### src/rtl/pf_pkg.sv
package pf_pkg;
  localparam logic [1:0] CMD_PLAIN = 2'b00;
  localparam logic [1:0] CMD_LINE  = 2'b01;
  localparam logic [1:0] CMD_MULTI = 2'b10;

  typedef enum logic [1:0] {
    MODE_ONE_LINE = 2'b00,
    MODE_ALT      = 2'b01,
    MODE_FULL     = 2'b10,
    MODE_SPECIAL  = 2'b11
  } pf_mode_e;

  localparam int LEN_W = 13;

  // Byte cap for a full prefetch
  function automatic logic [LEN_W-1:0] max_bytes(input logic [2:0] code);
    case (code)
      3'd1:    return 13'd128;
      3'd2:    return 13'd256;
      3'd4:    return 13'd1024;
      3'd5:    return 13'd2048;
      3'd6:    return 13'd4096;
      default: return 13'd512;
    endcase
  endfunction

  // Bytes from an address to the next line boundary
  function automatic logic [LEN_W-1:0] to_line_end(input logic [11:0] a, input int lb);
    int rem;
    rem = int'(a) % lb;
    return LEN_W'(lb - rem);
  endfunction
endpackage

### src/rtl/pf_cfg_regs.sv
module pf_cfg_regs #(
  parameter int DISC_W = 10
) (
  input  logic              clk,
  input  logic              rst_n,
  input  logic              load,
  input  logic [1:0]        line_mode_i,
  input  logic [1:0]        plain_mode_i,
  input  logic [2:0]        max_code_i,
  input  logic [DISC_W-1:0] discard_i,
  output logic [1:0]        line_mode_q,
  output logic [1:0]        plain_mode_q,
  output logic [2:0]        max_code_q,
  output logic [DISC_W-1:0] discard_q
);
  always_ff @(posedge clk or negedge rst_n) begin
    if (!rst_n) begin
      line_mode_q  <= '0;
      plain_mode_q <= '0;
      max_code_q   <= '0;
      discard_q    <= '0;
    end else if (load) begin
      line_mode_q  <= line_mode_i;
      plain_mode_q <= plain_mode_i;
      max_code_q   <= max_code_i;
      discard_q    <= discard_i;
    end
  end

  p_load_r12: assert property (@(posedge clk) disable iff (!rst_n)
    load |=> (plain_mode_q == $past(plain_mode_i)) && (line_mode_q == $past(line_mode_i)));
  p_hold_r12: assert property (@(posedge clk) disable iff (!rst_n)
    !load |=> $stable(max_code_q) && $stable(discard_q));
endmodule

### src/rtl/pf_decide.sv
module pf_decide
  import pf_pkg::*;
#(
  parameter int LINE_DW = 8
) (
  input  logic             clk,
  input  logic             rst_n,
  input  logic             req_valid,
  input  logic [1:0]       req_cmd,
  input  logic             req_pf_hit,
  input  logic             req_ext,
  input  logic [11:0]      line_addr,
  input  logic [1:0]       line_mode,
  input  logic [1:0]       plain_mode,
  input  logic [2:0]       max_code,
  output logic             rsp_valid,
  output logic [LEN_W-1:0] rsp_len,
  output logic             rsp_disc,
  output logic             rsp_keep_m,
  output logic             rsp_keep_b
);
  localparam int LINE_BYTES = LINE_DW * 4;

  logic             line_rule;   // read line governed by the line field
  logic             multi_rule;
  logic [LEN_W-1:0] full_len, one_line_len, nxt_len;
  logic             nxt_disc, nxt_keep_m, nxt_keep_b;

  assign line_rule    = (req_cmd == CMD_LINE) && !req_ext;
  assign multi_rule   = (req_cmd == CMD_MULTI);
  assign full_len     = max_bytes(max_code);
  assign one_line_len = to_line_end(line_addr, LINE_BYTES);

  always_comb begin
    nxt_len    = 13'd4;
    nxt_disc   = 1'b0;
    nxt_keep_m = 1'b0;
    nxt_keep_b = 1'b0;
    if (req_pf_hit) begin
      if (multi_rule) begin
        nxt_len = full_len;
      end else if (line_rule) begin
        case (pf_mode_e'(line_mode))
          MODE_ONE_LINE: nxt_len = one_line_len;
          MODE_ALT:      begin nxt_len = full_len; nxt_keep_m = 1'b1; end
          MODE_FULL:     nxt_len = full_len;
          default:       begin nxt_len = full_len; nxt_keep_m = 1'b1; nxt_keep_b = 1'b1; end
        endcase
      end else begin
        case (pf_mode_e'(plain_mode))
          MODE_FULL:    nxt_len = full_len;
          MODE_SPECIAL: begin nxt_len = 13'd4; nxt_disc = 1'b1; end
          default:      nxt_len = one_line_len;
        endcase
      end
    end
  end

  always_ff @(posedge clk or negedge rst_n) begin
    if (!rst_n) begin
      rsp_valid  <= 1'b0;
      rsp_len    <= 13'd4;
      rsp_disc   <= 1'b0;
      rsp_keep_m <= 1'b0;
      rsp_keep_b <= 1'b0;
    end else begin
      rsp_valid <= req_valid;
      if (req_valid) begin
        rsp_len    <= nxt_len;
        rsp_disc   <= nxt_disc;
        rsp_keep_m <= nxt_keep_m;
        rsp_keep_b <= nxt_keep_b;
      end
    end
  end

  p_rsp_pulse_r11: assert property (@(posedge clk) disable iff (!rst_n)
    req_valid |=> rsp_valid);
  p_nonpf_dword_r2: assert property (@(posedge clk) disable iff (!rst_n)
    req_valid && !req_pf_hit |=> rsp_len == 13'd4 && !rsp_disc && !rsp_keep_m && !rsp_keep_b);
  p_disc_len_r5: assert property (@(posedge clk) disable iff (!rst_n)
    rsp_disc |-> rsp_len == 13'd4);
  p_ext_nokeep_r9: assert property (@(posedge clk) disable iff (!rst_n)
    req_valid && req_ext |=> !rsp_keep_m && !rsp_keep_b);
  p_bridge_implies_master_r8: assert property (@(posedge clk) disable iff (!rst_n)
    rsp_keep_b |-> rsp_keep_m);
  p_len_cap_r4: assert property (@(posedge clk) disable iff (!rst_n)
    rsp_len <= 13'd4096 && rsp_len != 13'd0);
endmodule

### src/rtl/pf_discard_timer.sv
module pf_discard_timer #(
  parameter int DISC_W = 10
) (
  input  logic              clk,
  input  logic              rst_n,
  input  logic              retain_evt,
  input  logic [DISC_W-1:0] limit,
  output logic              retained
);
  logic [DISC_W-1:0] cnt;
  logic              expire;

  assign expire = retained && (cnt == '0) && !retain_evt;

  always_ff @(posedge clk or negedge rst_n) begin
    if (!rst_n) begin
      retained <= 1'b0;
      cnt      <= '0;
    end else if (retain_evt) begin
      retained <= 1'b1;
      cnt      <= limit;
    end else if (retained) begin
      if (cnt == '0) retained <= 1'b0;
      else           cnt <= cnt - 1'b1;
    end
  end

  p_expire_r10: assert property (@(posedge clk) disable iff (!rst_n)
    expire |=> !retained);
  p_set_r10: assert property (@(posedge clk) disable iff (!rst_n)
    retain_evt |=> retained);
  p_no_spurious_r10: assert property (@(posedge clk) disable iff (!rst_n)
    $rose(retained) |-> $past(retain_evt));
endmodule

### src/rtl/pf_prefetch_ctrl.sv
module pf_prefetch_ctrl
  import pf_pkg::*;
#(
  parameter int LINE_DW = 8,
  parameter int DISC_W  = 10
) (
  input  logic              clk,
  input  logic              rst_n,
  input  logic              cfg_load,
  input  logic [1:0]        cfg_line_mode,
  input  logic [1:0]        cfg_plain_mode,
  input  logic [2:0]        cfg_max_code,
  input  logic [DISC_W-1:0] cfg_discard,
  input  logic              req_valid,
  input  logic [1:0]        req_cmd,
  input  logic              req_pf_hit,
  input  logic              req_ext,
  input  logic [11:0]       line_addr,
  input  logic              term_valid,
  input  logic              term_by_master,
  output logic              rsp_valid,
  output logic [12:0]       rsp_len,
  output logic              rsp_disc,
  output logic              rsp_keep_m,
  output logic              rsp_keep_b,
  output logic              retained
);
  logic [1:0]        line_mode_q, plain_mode_q;
  logic [2:0]        max_code_q;
  logic [DISC_W-1:0] discard_q;
  logic              retain_evt;

  pf_cfg_regs #(.DISC_W(DISC_W)) u_cfg (
    .clk, .rst_n, .load(cfg_load),
    .line_mode_i(cfg_line_mode), .plain_mode_i(cfg_plain_mode),
    .max_code_i(cfg_max_code), .discard_i(cfg_discard),
    .line_mode_q, .plain_mode_q, .max_code_q, .discard_q
  );

  pf_decide #(.LINE_DW(LINE_DW)) u_decide (
    .clk, .rst_n, .req_valid, .req_cmd, .req_pf_hit, .req_ext, .line_addr,
    .line_mode(line_mode_q), .plain_mode(plain_mode_q), .max_code(max_code_q),
    .rsp_valid, .rsp_len, .rsp_disc, .rsp_keep_m, .rsp_keep_b
  );

  // Retention event: the ending side matches the held policy
  assign retain_evt = term_valid && (term_by_master ? rsp_keep_m : rsp_keep_b);

  pf_discard_timer #(.DISC_W(DISC_W)) u_timer (
    .clk, .rst_n, .retain_evt, .limit(discard_q), .retained
  );

  p_wrong_side_r10: assert property (@(posedge clk) disable iff (!rst_n)
    term_valid && !term_by_master && !rsp_keep_b && !retained |=> !retained);
endmodule

### config.mk
export PLATFORM = sky130hd
export DESIGN_NAME = pf_prefetch_ctrl
export DESIGN_NICKNAME = d
export VERILOG_FILES = /design/src/rtl/pf_pkg.sv /design/src/rtl/pf_cfg_regs.sv /design/src/rtl/pf_decide.sv /design/src/rtl/pf_discard_timer.sv /design/src/rtl/pf_prefetch_ctrl.sv
export SDC_FILE = /design/constraint.sdc
export NUM_CORES = 1
export LEC_CHECK = 0
export BUFFER_PORTS_ARGS = -buffer_cell sky130_fd_sc_hd__buf_2
export CORE_MARGIN = 2
export CORE_UTILIZATION = 56
export DETAILED_ROUTE_END_ITERATION = 8
export PLACE_DENSITY_LB_ADDON = 0.08
export SLEW_MARGIN = 0
export SYNTH_ARGS = -nofsm -noshare
export SYNTH_HDL_FRONTEND = slang
export SYNTH_HIERARCHICAL = 1
export SYNTH_SLANG_ARGS = --single-unit
### constraint.sdc
create_clock -name clk -period 3.6 [get_ports clk]
set_input_delay 0.72 -clock clk [delete_from_list [all_inputs] [get_ports clk]]
set_output_delay 0.72 -clock clk [all_outputs]
set_load 0.02 [all_outputs]
Yosys cells after proc, flatten, opt, wreduce, memory -nomap -nowiden:

Index checks and enable logic that the tools add are counted.

* register bits: 45
* latch bits: 0
* memory bits (writable): 0
* ROM bits: 0
* bits of input ports: 39
* output and inout bits: 18
* word-level logic and storage cells: 59
* memories kept: 0

* add/sub/neg operators: 2
* $mul: 0
* divide/modulo/power cells: 0
* magnitude comparators: 0
* eq/ne operators: 12
* shifts and indexed selects: 0
* muxes and demuxes: 25
* bitwise operators: 0
* reduce and logical (&&, ||, !) cells: 9

Operators with widths (number)
* 13-bit case mux with 5 select lines: 1
* 13-bit two-way mux: 4
* 10-bit two-way mux: 3
* 13-bit case mux with 2 select lines: 1
* 1-bit two-way mux: 16
* 10-bit zero test: 1
* 10-bit by 1-bit subtractor with 10-bit output, second input constant: 1
* 3-bit == test, second input constant: 3
* 2-bit == test, second input constant: 4
* 6-bit by 5-bit subtractor with 7-bit output, first input constant: 1
* 2-bit by 1-bit == test with 1-bit output, second input constant: 2
* 3-bit by 1-bit == test with 1-bit output, second input constant: 1
* 3-bit by 2-bit == test with 1-bit output, second input constant: 1
* 3-bit OR reduction: 1
* 1-bit logical AND: 2
* 2-bit zero test: 1
* 2-bit != test, second input constant: 1
* 2-bit AND reduction: 1
* 2-bit nonzero test: 1
* 2-bit OR reduction: 1
* 1-bit zero test: 1

Depth between registers and ports, before layout:

* word-level depth: 6
* gate-level depth with buffers: 7
* gate-level depth less buffers: 6

Modules after synthesis:

Netlist, hierarchy kept.

Modules (own cells, without submodules)
* pf_decide: instances 1, cells an instance 77, area an instance 823.3 um^2, seq. area each 401.6 um^2
* pf_discard_timer: instances 1, cells an instance 72, area an instance 688.2 um^2, seq. area each 275.3 um^2
* pf_cfg_regs: instances 1, cells an instance 36, area an instance 685.7 um^2, seq. area each 425.4 um^2
* pf_prefetch_ctrl: instances 1, cells an instance 2, area an instance 16.3 um^2, seq. area each 0.0 um^2

Worst setup path before layout:

OpenSTA, ideal clock, no wires.

* kind: flip-flop to flip-flop
* from: register u_timer.cnt[0]
* to: register u_timer.cnt[8]
* library setup time: 125 ps
* arrival time: 1960 ps
* slack: 1516 ps
* stages on the path, launching flop included: 8
* path buffers: 1
* period minus slack after synthesis: 2084 ps
* cell sequence: dfrtp_1 -> inv_1 -> ha_1 -> or4b_1 -> buf_6 -> nor4_1 -> mux2_1 -> mux2_2

* word-level cells in the longest chain between the ends: 4

RTL lines
* start, declared: line pf_discard_timer.sv:10 `logic [DISC_W-1:0] cnt;`
* start signal, assigned: line pf_discard_timer.sv:21 `cnt <= limit;`
* start signal, assigned: line pf_discard_timer.sv:24 `else cnt <= cnt - 1'b1;`
* 10-bit by 1-bit subtractor with 10-bit output: line pf_discard_timer.sv:24
* 10-bit two-way mux: line pf_discard_timer.sv:23 `if (cnt == '0) retained <= 1'b0;`
* 10-bit two-way mux: line pf_discard_timer.sv:22 `end else if (retained) begin`
* 10-bit two-way mux: line pf_discard_timer.sv:19 `end else if (retain_evt) begin`

Parallel ways exist; a longest one is shown, timed or not. The select of a mux whose other input is x is not followed.
A chain may end at the register's enable or synchronous reset.

Worst setup path in the final report:

Ends and elaborated chain as after synthesis.

==> reports/results.txt <==
status = completed
setup slack at placement = 1.26 ns
post-route setup slack = 1.26 ns
Slew HR = 36.1%
Clock Latency Late Sink = 0.30 ns
Detail Placement HPWL = 3200 um
Layout area overhead = 14.4%
Fillers = 307
post-DR vias/cell = 5.71
Residual DRC = 0
final net count = 275
Slew Limit Fails = 0
internal power = 0.900 mW
P_leak = 1.17 nW
drt first pass iters = 4
Final Util = 67.6%
Seq cells post-synth = 44
final setup vio count = 0
setup tns final = 0 ns
Max Cap Viol = 0
Worst EP required = 3.78 ns
RSZ-0062 raised after global routing = no
Startpoint Class = flop
Clock Tree Buf Depth = 2
drt first-iter violations = 103
first-pass GRT wire length = 7450 um
switch share = 32.8%
sequential share of power = 49.5%
Num Clock Sinks = 44
measured slew at the worst slew-check pin = 0.959 ns
area leader, netlist = dfrtp_1
initial core utilization = 59.1%
Final Cycle Share = 64.9%
total gr overflow = 0
Psw = 0.440 mW
Die Y = 66.9 um
largest net degree at the start of global routing = 45
Max Clock Skew = 0.0112 ns
GR Util All Layers = 22.7%
Ports = 57
total number of vias = 1616
power share of the combinational group = 28.6%
port bufs = 48
power per cell area = 530 mW/mm^2
H-tree levels = 2
Area contributors post-synth = dfrtp_1 49%, mux2_4 6.8%, mux2_2 5.6%
ANT cells = 0
area share of the largest cell type after synthesis = 48.6%
Worst VDD drop = 257 uV
Placer Congestion = 0.839
postcts setup bufs = 0
# placed instances = 275
worst min-delay path category = flop to flop
Cells after Synth = 187
Post-Synthesis Cell Area = 0.00221 mm^2
final hold viol count = 0
minimum clock period = 2.34 ns
Avg Cell Area, Syn = 11.8 um^2
critical path arrival = 2.52 ns
antenna violations before repair = 0
core area = 0.00374 mm^2
CTS Hold Buffers Added = 0
Die ar. = 0.00447 mm^2
# rows = 22
Post-CTS Resized = 0
CTS buffer count = 5
drt total wl = 4390 um
Post-synth EDFFs = 0
dominant synthesized flop cell = dfrtp_1
clock root cell = clkbuf_8
ANT nets after route = 0
Seq/Total Area, Yosys = 49.8%
Yosys cell types = 51
CTS tree = yes
Non-Filler Instances = 283
Fmax = 428 MHz
Worst Setup End Kind = flop
clock share of power = 21.8%
share of cells above drive strength 1 = 36.2%
total power = 1.34 mW
CP Max Fanout = 7
wire per inst = 15.5 um
clk slew on worst S/H paths = 0.08 ns
WS Path Type = flop to flop
Die W = 66.9 um
Yosys Warn Count = 6
Async SR Flop Fraction = 100%
vias in the first global route = 1582
Syn Nets = 228
[metal layers]
metal,wire length [um],global-route usage [%],vias up,share of wire [%]
met1,1990,29.0,786,45
met3,270,5.91,8,6.2
li1,-,-,764,-
met2,2050,36.4,58,47
met4,83,9.69,0,1.9
met5,0,0,-,0
[power groups by stage]
stage	Clock [mW]	Combinational [mW]	Sequential, mW
after CTS	0.300	0.385	0.663
after floorplan	0	0.291	0.665
final	0.293	0.384	0.664
after detailed placement	0	0.384	0.671
after global placement	0	0.363	0.664
after global routing	0.321	0.429	0.679
[logic make-up after synthesis]
group / share of synthesized area, %
other: 0.169
multiplexers: 14.2
AND/OR/NAND/NOR: 13.7
flip-flops: 49.8
buffers and inverters: 5.43
XOR/XNOR: 1.98
adder cells (fa/ha/maj): 1.13
AO/OA/AOI/OAI: 13.5
[area by class of cell]
type | count | area (um^2) | share of cell area (%)
Sequential cell | 44 | 1100 | 43.5
Multi-Input combinational cell | 121 | 991 | 39.1
Timing Repair Buffer | 49 | 248 | 9.79
Clock buffer | 7 | 76.3 | 3.02
Tap cell | 48 | 60.1 | 2.37
Inverter | 13 | 48.8 | 1.93
Clock inverter | 1 | 5.00 | 0.198
[cell usage after synthesis, types with 4 or more instances]
cell	number
a21oi_1	8
mux2_2	11
dfrtp_1	43
nand2_1	13
inv_1	13
nor2_1	5
a32o_1	5
nor2b_1	7
mux2_4	10
o2bb2ai_1	4
nor3_1	6
xnor2_1	4
[worst paths after layout]
path                                      from  cells past startpoint  slack (ns)                    to
setup reg to reg                u_timer/cnt[0]                      6        1.26        u_timer/cnt[8]
hold / removal             u_decide/rsp_len[4]                      1        0.49   u_decide/rsp_len[4]
hold reg to reg            u_decide/rsp_len[4]                      1        0.49   u_decide/rsp_len[4]
max in group asynchronous                rst_n                      1        2.43    u_cfg/discard_q[3]
min in group asynchronous                rst_n                      1        0.57  u_decide/rsp_len[12]
setup / recovery                u_timer/cnt[0]                      6        1.26        u_timer/cnt[8]
[state kept, by name, indices dropped and copies added (netlist names)]
signal,flops
u_timer/cnt,10
u_decide/rsp_disc,1
u_cfg/max_code_q,3
u_cfg/discard_q,10
u_timer/retained,1
u_cfg/line_mode_q,2
u_cfg/plain_mode_q,2
u_decide/rsp_len,12
u_decide/rsp_keep_m,1
u_decide/rsp_valid,1
u_decide/rsp_keep_b,1
[cells in the final DEF, fill, tap and decap left out, drive strengths merged, types with 4 or more instances in the layout]
| cell type | instances |
|---|---|
| buf | 49 |
| dfrtp | 43 |
| mux2 | 22 |
| inv | 13 |
| nand2 | 13 |
| a21oi | 8 |
| nor2b | 7 |
| clkbuf | 7 |
| nor3 | 6 |
| o21ai | 6 |
| a32o | 5 |
| nor2 | 5 |
| o2bb2ai | 4 |
| xnor2 | 4 |
[worst max-delay path: stages (launching register included)]
cell and delay, ns:
dfrtp_1 0.40, inv_1 0.11, ha_1 0.16, or4b_1 0.62, nor4_1 0.30, mux2_1 0.36, mux2_2 0.27
[stage by stage]
step	hold slack [ns]	cell area, um^2
after floorplan	0.424	2210
after global placement	0.468	2450
after detailed placement	0.474	2450
after CTS	0.493	2530
after global routing	0.516	2530
final	0.491	2530
(Power assumes the default switching activity.)
